--- config.mk ---
export PLATFORM = sky130hd
export DESIGN_NAME = tc8_timer
export DESIGN_NICKNAME = d
export VERILOG_FILES = /design/src/rtl/tc8_pkg.sv /design/src/rtl/tc8_tick_sel.sv /design/src/rtl/tc8_counter.sv /design/src/rtl/tc8_cmp_chan.sv /design/src/rtl/tc8_timer.sv
export SDC_FILE = /design/constraint.sdc
export NUM_CORES = 1
export LEC_CHECK = 0
export BUFFER_PORTS_ARGS = -buffer_cell sky130_fd_sc_hd__buf_2
export CAP_MARGIN = 10
export CORE_ASPECT_RATIO = 1.2
export CORE_MARGIN = 1.5
export CORE_UTILIZATION = 40
export DETAILED_ROUTE_END_ITERATION = 10
export SLEW_MARGIN = 40
export SYNTH_ARGS = -nofsm -noshare
export SYNTH_HDL_FRONTEND = slang
export SYNTH_SLANG_ARGS = --single-unit
--- constraint.sdc ---
create_clock -name clk_i -period 3.45 [get_ports clk_i]
set_input_delay 0.5175 -clock clk_i [delete_from_list [all_inputs] [get_ports clk_i]]
set_output_delay 0.5175 -clock clk_i [all_outputs]
set_load 0.03 [all_outputs]
--- src/rtl/tc8_pkg.sv ---
package tc8_pkg;
  typedef enum logic [1:0] {
    MODE_NORM = 2'd0,
    MODE_CTC  = 2'd1,
    MODE_FAST = 2'd2,
    MODE_UPDN = 2'd3
  } mode_e;

  localparam logic [2:0] SRC_NONE = 3'd0;
  localparam logic [2:0] SRC_TICK = 3'd1;
  localparam logic [2:0] SRC_RISE = 3'd2;
  localparam logic [2:0] SRC_FALL = 3'd3;

  localparam logic [2:0] ADDR_CNT  = 3'd0;
  localparam logic [2:0] ADDR_CMPA = 3'd1;
  localparam logic [2:0] ADDR_CMPB = 3'd2;
  localparam logic [2:0] ADDR_CTRL = 3'd3;
  localparam logic [2:0] ADDR_FLAG = 3'd4;
  localparam logic [2:0] ADDR_MASK = 3'd5;

  localparam int NUM_CH  = 2;
  localparam int FLG_W   = 1 + NUM_CH;
  localparam int FLG_OVF = 0;
  localparam int CTRL_W  = 5;

  function automatic logic is_pwm(mode_e m);
    return m[1];
  endfunction
endpackage

--- src/rtl/tc8_tick_sel.sv ---
module tc8_tick_sel #(
  parameter int SYNC_STAGES = 2
) (
  input  logic       clk_i,
  input  logic       rst_ni,
  input  logic [2:0] src_i,
  input  logic       tick_i,
  input  logic       ext_i,
  output logic       adv_o
);
  import tc8_pkg::*;

  localparam int LAST = SYNC_STAGES - 1;

  logic [SYNC_STAGES-1:0] sync_q;
  logic                   prev_q;
  logic                   rise, fall;

  always_ff @(posedge clk_i or negedge rst_ni) begin
    if (!rst_ni) begin
      sync_q <= '0;
      prev_q <= 1'b0;
    end else begin
      sync_q <= {sync_q[LAST-1:0], ext_i};
      prev_q <= sync_q[LAST];
    end
  end

  assign rise = sync_q[LAST] & ~prev_q;
  assign fall = ~sync_q[LAST] & prev_q;

  always_comb begin
    case (src_i)
      SRC_TICK: adv_o = tick_i;
      SRC_RISE: adv_o = rise;
      SRC_FALL: adv_o = fall;
      default:  adv_o = 1'b0;
    endcase
  end
endmodule

--- src/rtl/tc8_counter.sv ---
module tc8_counter #(
  parameter int W = 8
) (
  input  logic          clk_i,
  input  logic          rst_ni,
  input  logic          adv_i,
  input  logic          wr_i,
  input  logic [W-1:0]  wdata_i,
  input  tc8_pkg::mode_e mode_i,
  input  logic [W-1:0]  cmp_top_i,
  output logic [W-1:0]  cnt_o,
  output logic          dir_up_o,
  output logic          step_o,
  output logic          top_o,
  output logic          ovf_o
);
  import tc8_pkg::*;

  localparam logic [W-1:0] MAX = {W{1'b1}};
  localparam logic [W-1:0] ONE = {{(W-1){1'b0}}, 1'b1};

  logic [W-1:0] cnt_q, nxt_cnt, top_val;
  logic         dir_q, nxt_dir, top_hit, ovf_hit;

  assign top_val = (mode_i == MODE_CTC) ? cmp_top_i : MAX;

  always_comb begin
    nxt_cnt = cnt_q;
    nxt_dir = dir_q;
    top_hit = 1'b0;
    ovf_hit = 1'b0;
    if (mode_i == MODE_UPDN) begin
      if (dir_q) begin
        if (cnt_q == MAX) begin
          nxt_dir = 1'b0;
          nxt_cnt = MAX - ONE;
          top_hit = 1'b1;
        end else begin
          nxt_cnt = cnt_q + ONE;
        end
      end else begin
        if (cnt_q == '0) begin
          nxt_dir = 1'b1;
          nxt_cnt = ONE;
          ovf_hit = 1'b1;
        end else begin
          nxt_cnt = cnt_q - ONE;
        end
      end
    end else begin
      top_hit = (cnt_q == top_val);
      ovf_hit = (cnt_q == MAX);
      nxt_cnt = (mode_i == MODE_CTC && top_hit) ? '0 : cnt_q + ONE;
    end
  end

  assign step_o = adv_i & ~wr_i;
  assign top_o  = step_o & top_hit;
  assign ovf_o  = step_o & ovf_hit;

  always_ff @(posedge clk_i or negedge rst_ni) begin
    if (!rst_ni) begin
      cnt_q <= '0;
      dir_q <= 1'b1;
    end else if (wr_i) begin
      cnt_q <= wdata_i;
    end else if (adv_i) begin
      cnt_q <= nxt_cnt;
      dir_q <= nxt_dir;
    end
  end

  assign cnt_o    = cnt_q;
  assign dir_up_o = dir_q;
endmodule

--- src/rtl/tc8_cmp_chan.sv ---
module tc8_cmp_chan #(
  parameter int W = 8
) (
  input  logic           clk_i,
  input  logic           rst_ni,
  input  tc8_pkg::mode_e mode_i,
  input  logic           wr_buf_i,
  input  logic [W-1:0]   wdata_i,
  input  logic           step_i,
  input  logic           top_i,
  input  logic           blk_i,
  input  logic [W-1:0]   cnt_i,
  input  logic           dir_up_i,
  output logic [W-1:0]   buf_o,
  output logic [W-1:0]   act_o,
  output logic           match_o,
  output logic           oc_o
);
  import tc8_pkg::*;

  logic [W-1:0] buf_q, act_q;
  logic         oc_q;

  assign match_o = step_i & ~blk_i & (cnt_i == act_q);

  always_ff @(posedge clk_i or negedge rst_ni) begin
    if (!rst_ni) begin
      buf_q <= '0;
      act_q <= '0;
    end else begin
      if (wr_buf_i) buf_q <= wdata_i;
      if (!is_pwm(mode_i)) act_q <= wr_buf_i ? wdata_i : buf_q;
      else if (top_i)      act_q <= buf_q;
    end
  end

  always_ff @(posedge clk_i or negedge rst_ni) begin
    if (!rst_ni) begin
      oc_q <= 1'b0;
    end else begin
      case (mode_i)
        MODE_FAST: begin
          if (top_i)        oc_q <= 1'b1;
          else if (match_o) oc_q <= 1'b0;
        end
        MODE_UPDN: if (match_o) oc_q <= dir_up_i;
        default:   if (match_o) oc_q <= ~oc_q;
      endcase
    end
  end

  assign buf_o = buf_q;
  assign act_o = act_q;
  assign oc_o  = oc_q;
endmodule

--- src/rtl/tc8_timer.sv ---
module tc8_timer #(
  parameter int W           = 8,
  parameter int SYNC_STAGES = 2
) (
  input  logic         clk_i,
  input  logic         rst_ni,
  input  logic         wr_en_i,
  input  logic [2:0]   addr_i,
  input  logic [W-1:0] wdata_i,
  output logic [W-1:0] rdata_o,
  input  logic         tick_i,
  input  logic         ext_i,
  output logic [1:0]   oc_o,
  output logic         irq_o
);
  import tc8_pkg::*;

  logic [CTRL_W-1:0] ctrl_q;
  logic [FLG_W-1:0]  flags_q, mask_q, set_evt, clr_req;
  logic              blk_q;
  mode_e             mode;
  logic              adv, cnt_wr, step, top_evt, ovf_evt, dir_up;
  logic [W-1:0]      cnt;
  logic [W-1:0]      buf_v [NUM_CH];
  logic [W-1:0]      act   [NUM_CH];
  logic [NUM_CH-1:0] match, wr_buf;

  assign mode   = mode_e'(ctrl_q[4:3]);
  assign cnt_wr = wr_en_i && (addr_i == ADDR_CNT);

  tc8_tick_sel #(.SYNC_STAGES(SYNC_STAGES)) u_tick (
    .clk_i (clk_i),
    .rst_ni(rst_ni),
    .src_i (ctrl_q[2:0]),
    .tick_i(tick_i),
    .ext_i (ext_i),
    .adv_o (adv)
  );

  tc8_counter #(.W(W)) u_cnt (
    .clk_i    (clk_i),
    .rst_ni   (rst_ni),
    .adv_i    (adv),
    .wr_i     (cnt_wr),
    .wdata_i  (wdata_i),
    .mode_i   (mode),
    .cmp_top_i(act[0]),
    .cnt_o    (cnt),
    .dir_up_o (dir_up),
    .step_o   (step),
    .top_o    (top_evt),
    .ovf_o    (ovf_evt)
  );

  for (genvar g = 0; g < NUM_CH; g++) begin : g_ch
    localparam logic [2:0] CH_ADDR = ADDR_CMPA + 3'(g);
    assign wr_buf[g] = wr_en_i && (addr_i == CH_ADDR);
    tc8_cmp_chan #(.W(W)) u_ch (
      .clk_i   (clk_i),
      .rst_ni  (rst_ni),
      .mode_i  (mode),
      .wr_buf_i(wr_buf[g]),
      .wdata_i (wdata_i),
      .step_i  (step),
      .top_i   (top_evt),
      .blk_i   (blk_q),
      .cnt_i   (cnt),
      .dir_up_i(dir_up),
      .buf_o   (buf_v[g]),
      .act_o   (act[g]),
      .match_o (match[g]),
      .oc_o    (oc_o[g])
    );
  end

  // match suppression after a count write lasts until the next tick
  always_ff @(posedge clk_i or negedge rst_ni) begin
    if (!rst_ni)     blk_q <= 1'b0;
    else if (cnt_wr) blk_q <= 1'b1;
    else if (adv)    blk_q <= 1'b0;
  end

  assign set_evt = {match, ovf_evt};
  assign clr_req = (wr_en_i && addr_i == ADDR_FLAG) ? wdata_i[FLG_W-1:0] : '0;

  always_ff @(posedge clk_i or negedge rst_ni) begin
    if (!rst_ni) begin
      ctrl_q  <= '0;
      mask_q  <= '0;
      flags_q <= '0;
    end else begin
      if (wr_en_i && addr_i == ADDR_CTRL) ctrl_q <= wdata_i[CTRL_W-1:0];
      if (wr_en_i && addr_i == ADDR_MASK) mask_q <= wdata_i[FLG_W-1:0];
      flags_q <= (flags_q & ~clr_req) | set_evt;
    end
  end

  assign irq_o = |(flags_q & mask_q);

  always_comb begin
    case (addr_i)
      ADDR_CNT:  rdata_o = cnt;
      ADDR_CMPA: rdata_o = buf_v[0];
      ADDR_CMPB: rdata_o = buf_v[1];
      ADDR_CTRL: rdata_o = W'(ctrl_q);
      ADDR_FLAG: rdata_o = W'(flags_q);
      ADDR_MASK: rdata_o = W'(mask_q);
      default:   rdata_o = '0;
    endcase
  end
endmodule

==> out/qor.txt, run 1 <==
CTS tree - yes
Critical path type - flip-flop to output pin
WP data arrival - 1.87 ns
DRT Pass-1 Iters - 5
DR DRC count - 0
Vias per cell - 5.78
Final hold viol count - 0
Final core occ - 45.4%
Post-Route WL - 9650 microns
First-pass GRT wire length - 15700 microns
Num CTS Buffers - 9
Mapped Area - 3590 sq um
Routability cong. - 0.954
CP max-delay cell - dfrtp_1
GRT Resource Usage Total - 22.3%
Post-CTS Setup Inserts - 0
Switching power - 0.00121 W
Mean Syn Cell Area - 9.45 sq um
Power Total - 0.00291 W
Worst slew pin tran - 0.740 ns
Fin crit share - 69.2%
Vias in the first global route - 2976
CTS sink cnt - 58
Netlist cell types - 62
Hold buffer count at cts - 0
RSZ-0062 raised after global routing - false
Layout Cells excl Fill - 516
Chip Width - 89.5 microns
Max_cap viols - 0
Asr flop ratio synth - 100%
Via count - 2980
Max incr delay on CP - 0.75 ns
Number of flops mapped to enable cells by yosys - 0
Family with the most delay on the worst path - flip-flops
Die footprint - 9560 sq um
F_max - 419 MHz
CTS Root Cell - clkbuf_8
Yosys reg bits - 58
Post-CTS resize count - 0
Max IR drop VDD - 0.000218 V
IO Port Bufs - 26
Layout area overhead - 9.40%
DRT iter0 DRCs - 247
Hold Path Class - input pin to asynchronous set/reset pin
Post-synthesis sequential area ratio - 40.4%
Antenna violations before repair - 0
Num ports - 27
Die Height - 107 microns
Pin count of the biggest net entering global routing - 29
Cell count after synthesis - 380
Net count, final - 413
DR WL/cell - 18.7 microns
Worst setup SP type - flip-flop
Clk_lat worst skew - 0.35 ns
Logic pwr share - 36.4%
Area post-placement - 3730 sq um
Crit Path Max Fanout - 16
DRT antenna net count - 0
Flop pwr share - 41.6%
Starting Density - 41.5%
Critical path buffers and inverters - 2
Pint - 0.00171 W
ANT cells - 0
H-tree depth - 3
Skew final - 0.00960 ns
Sw frac - 41.4%
Post-route cell area - 3930 sq um
Setup_tns - 0 ns
Min Clock Period, post-route - 2.39 ns
Synth Warn # - 0
Relative slew slack - 50.4%
Power Density - 741 nW/um^2
Final HPWL DP - 6910 microns
Leakage - 1.66 nW
Worst-case clock buffer depth - 2
Most used DFF post-synth - dfrtp_1
Crit path cell chain - mux4_2 > inv_1 > o22ai_1 > buf_2
Core area - 8660 sq um
Layout cell share with drive strength beyond 1 - 24.3%
Required time of the critical path - 2.93 ns
Mapped Nets - 399
Clock Pin Slew Worst Setup and Hold Paths - 0.06 ns
Final setup fails - 0
Placed cell count - 500
Overflow after GRT - 0
Status - finished, final reports clean
Worst Setup End Kind - output pin
Clock share of power - 22.0%
Final Max Tran Viols - 0
Core Rows - 37
## cell type report
| cell class | count | area (sq um) |
|---|---|---|
| inverter | 10 | 37.5 |
| clock buffer | 14 | 163 |
| timing repair buffer | 31 | 168 |
| clock inverter | 2 | 35.0 |
| tap | 117 | 146 |
| multi-input combinational | 284 | 1930 |
| sequential | 58 | 1450 |
| fill | 861 | 4730 |
## layout by cell type, fill, tap and decap left out, types with 16 or more instances in the layout
master / instances
dfrtp_1: 57
nand2_1: 45
nor2_1: 34
buf_2: 26
mux2_2: 24
a31oi_1: 22
a21oi_1: 16
nand3_1: 16
## state kept, by name (all words and copies together), names as in the netlist
name	count
flags_q	3
u_cnt.cnt_o	8
g_ch.u_ch.act_o	16
g_ch.u_ch.oc_o	2
u_tick.sync_q	2
ctrl_q	5
g_ch.u_ch.buf_o	16
blk_q	1
mask_q	3
u_tick.prev_q	1
u_cnt.dir_up_o	1
## final timing paths
kind	end	from	slack, ns	cells past startpoint
worst max-delay path	rdata_o[2]	u_cnt.cnt_o[2]	1.06	4
worst min-delay path	g_ch[1].u_ch.oc_o	rst_ni	0.21	1
worst min register to register	u_tick.sync_q[1]	u_tick.sync_q[0]	0.35	0
min in group clk_i	u_tick.sync_q[0]	ext_i	0.27	1
worst max register to register	g_ch[0].u_ch.act_o[2]	u_cnt.cnt_o[0]	1.11	7
max in group asynchronous	u_cnt.dir_up_o	rst_ni	2.50	2
## stage by stage
step | hold WS, ns | setup WS, ns
final | 0.206 | 1.06
after global routing | 0.249 | 0.935
after CTS | 0.227 | 1.06
after detailed placement | 0.339 | 0.888
after floorplan | 0.222 | 1.05
after global placement | 0.336 | 0.997
## logic make-up after synthesis
kind of cell | Yosys count | synth area share, %
XOR/XNOR | 17 | 4.14
AND/OR/NAND/NOR | 148 | 21.6
AO/OA/AOI/OAI | 79 | 14.7
multiplexers | 37 | 12.2
buffers and inverters | 38 | 5.89
flip-flops | 58 | 40.4
adder cells (fa/ha/maj) | 3 | 1.05
## synth_stat cells, drive strengths merged (3+ instances only)
master	number	area (sq um)
o22ai	5	31.3
nand3	16	80.1
mux2	24	270
clkbuf	9	33.8
xnor2	6	52.6
a22o	3	26.3
nor2	35	134
nor2b	5	31.3
mux2i	10	100
buf	19	140
nand2	56	243
ha	3	37.5
a21oi	16	80.1
o21ai	13	65.1
xor2	11	96.3
dfrtp	57	1430
inv	10	37.5
mux4	3	67.6
nor4	5	43.8
nand4	3	18.8
o221ai	5	43.8
nor3	11	82.6
nand2b	4	25.0
a31oi	24	171
## power groups by stage
stage / logic [W] / clock network, W / registers (W)
global route: 0.00117 / 0.000687 / 0.00125
detailed placement: 0.00105 / 0 / 0.00122
global placement: 0.00104 / 0 / 0.00121
finish: 0.00106 / 0.000641 / 0.00121
floorplan: 0.00102 / 0 / 0.00100
CTS: 0.00106 / 0.000653 / 0.00121
## metal layers
metal	routed length [microns]	track usage (%)	up-vias
met5	0	0	-
li1	-	-	1398
met3	379	3.70	15
met4	220	10.7	0
met2	4940	35.6	73
met1	4110	29.0	1494
No activity file was read; power rests on OpenSTA's default activity.
==> inputs of run 2 (changes only) <==
Clock period 3.45 ns to 2 ns, I/O delays scaled along.
==> run 2 against run 1 <==
  * Hold slack worse by 0.15 ns
  * Combinational power up 140%
  * Critical path depth stayed put
  * Flip-flop and latch count is the same
  * Setup slack worse by 1.0 ns
  * Largest power group is now combinational cells
  * Power up 90%
  * Critical endpoint is now rdata_o[4]
  * Die area unchanged
  * First-iteration DRC count shrank 4.0%
  * Routed wire length increased by 5.8%
  * Global-route usage is 0.83 points higher
==> out/qor.txt, run 2 (synthesis results as in run 1) <==
Status - finished, final reports clean
RSZ-0062 raised after global routing - true
Final core occ - 50.5%
R2R Path Start - ctrl_q[0]
Overflow after GRT - 0
Relative slew slack - 59.8%
Core area - 8660 sq um
WHS Endpoint - u_tick.sync_q[0]
F_max - 511 MHz
Clock share of power - 19.9%
Worst-case clock buffer depth - 2
GRT Resource Usage Total - 23.1%
DR DRC count - 0
Net count, final - 457
Hold Path Class - input pin to flip-flop
Min-Delay Startpoint - ext_i
Final hold slack - 0.0548 ns
Via count - 3232
Pin count of the biggest net entering global routing - 36
DRT antenna net count - 0
Post-Route WL - 10200 microns
R2r setup slk - 0.06 ns
Final Max Tran Viols - 0
Clk_lat worst skew - 0.35 ns
H-tree depth - 3
Vias per cell - 5.77
ANT cells - 0
Worst slew pin tran - 0.603 ns
Logic pwr share - 45.5%
Min-Delay Path Depth - 1
Layout area overhead - 21.8%
R2r worst-path depth - 7
Sw frac - 40.5%
Worst Setup End Kind - output pin
Max_cap viols - 0
First-pass GRT wire length - 16500 microns
Chip Width - 89.5 microns
Max IR drop VDD - 0.000398 V
Layout cell share with drive strength beyond 1 - 35.0%
Min Clock Period, post-route - 1.96 ns
CTS sink cnt - 58
DR WL/cell - 18.2 microns
Die Height - 107 microns
Switching power - 0.00223 W
Flop pwr share - 34.6%
Area of the multi-input gates - 1990 sq um
Final setup fails - 0
# fillers - 858
WP data arrival - 1.66 ns
Starting Density - 41.5%
Num ports - 27
Core Rows - 37
Crit Path Max Fanout - 6
Most common cell after layout, fill and taps aside - dfrtp_1
Skew final - 0.00800 ns
Worst setup SP type - flip-flop
Register area - 1460 sq um
Required time of the critical path - 1.70 ns
DRT Pass-1 Iters - 5
Routability cong. - 0.896
Leakage - 1.89 nW
CTS Root Cell - clkbuf_8
Clock Pin Slew Worst Setup and Hold Paths - 0.07 ns
DRT iter0 DRCs - 237
Final hold viol count - 0
Vias in the first global route - 3274
Final HPWL DP - 7230 microns
CTS tree - yes
Pint - 0.00329 W
Die footprint - 9560 sq um
Num CTS Buffers - 9
Commonest non-fill, non-tap cells in the layout - 53 x dfrtp_1, 45 x nand2_1, 42 x buf_4
Critical path type - flip-flop to output pin
Fin crit share - 97.8%
IO Port Bufs - 26
Antenna violations before repair - 0
Reg2reg end - u_cnt.cnt_o[6]
Power Density - 1260 nW/um^2
## run 2: cell count changes in the layout (fill, tap and decap cells not counted), sizes merged
cell	delta
dlygate4sd3	+1
or3	+1
buf	+42
clkinv	+1
clkbuf	-1
## run 2: metal layers
metal | global-route usage [%] | up-vias | wire [microns]
li1 | - | 1486 | -
met1 | 29.8 | 1601 | 4360
met2 | 37.3 | 124 | 5030
met3 | 5.00 | 21 | 573
met4 | 9.01 | 0 | 247
met5 | 0 | - | 0
## run 2: timing repair
item,CTS,global route
setup buffers,2,4
hold buffers,1,0
gates resized for setup,10,15
hold endpoints to repair,22,0
setup endpoints to repair,8,21
gates cloned,0,1
pin swaps,0,2
## run 2: power by group through the flow
stage | clock network (W) | registers, W | logic [W]
global placement | 0 | 0.00192 | 0.00229
floorplan | 0 | 0.00173 | 0.00177
CTS | 0.00111 | 0.00190 | 0.00239
global route | 0.00117 | 0.00197 | 0.00274
detailed placement | 0 | 0.00192 | 0.00231
finish | 0.00110 | 0.00191 | 0.00251
## run 2: area by class of cell
class                           instances  share of cell area [%]
Inverter                               10                   0.858
Clock buffer                           13                    3.40
Timing Repair Buffer                   74                    12.6
Tap cell                              117                    3.35
Multi-Input combinational cell        285                    45.6
Clock inverter                          3                   0.915
Sequential cell                        58                    33.3
## run 2: worst max path at each step
stage	startpoint	end	slack (ns)	cells past startpoint
after global routing	u_tick.sync_q[1]	u_cnt.cnt_o[6]	-0.05	7
after global placement	u_cnt.cnt_o[5]	u_cnt.cnt_o[3]	-0.09	6
final	u_cnt.cnt_o[4]	rdata_o[4]	0.04	4
after detailed placement	u_cnt.cnt_o[5]	u_cnt.cnt_o[3]	-0.1	6
after CTS	u_tick.sync_q[1]	u_cnt.cnt_o[3]	0.005	7
after floorplan	addr_i[0]	rdata_o[0]	0.04	6
## run 2: metrics by stage
step           setup TNS, ns  instances  power [W]  instance area, sq um  setup WS, ns
6_report                   0        560    0.00552                  4370        0.0444
5_1_grt              -0.0781        560    0.00588                  4370       -0.0545
4_1_cts                    0        555    0.00541                  4290       0.00497
3_5_place_dp          -0.145        537    0.00423                  4050       -0.0967
3_3_place_gp          -0.156        537    0.00421                  4050       -0.0877
2_1_floorplan              0        380    0.00350                  3590        0.0389
## run 2: critical path, stage by stage (launching register included)
cell     delay [ns]
dfrtp_2        0.45
buf_6          0.14
mux4_2         0.44
nor2b_4        0.14
buf_6          0.13
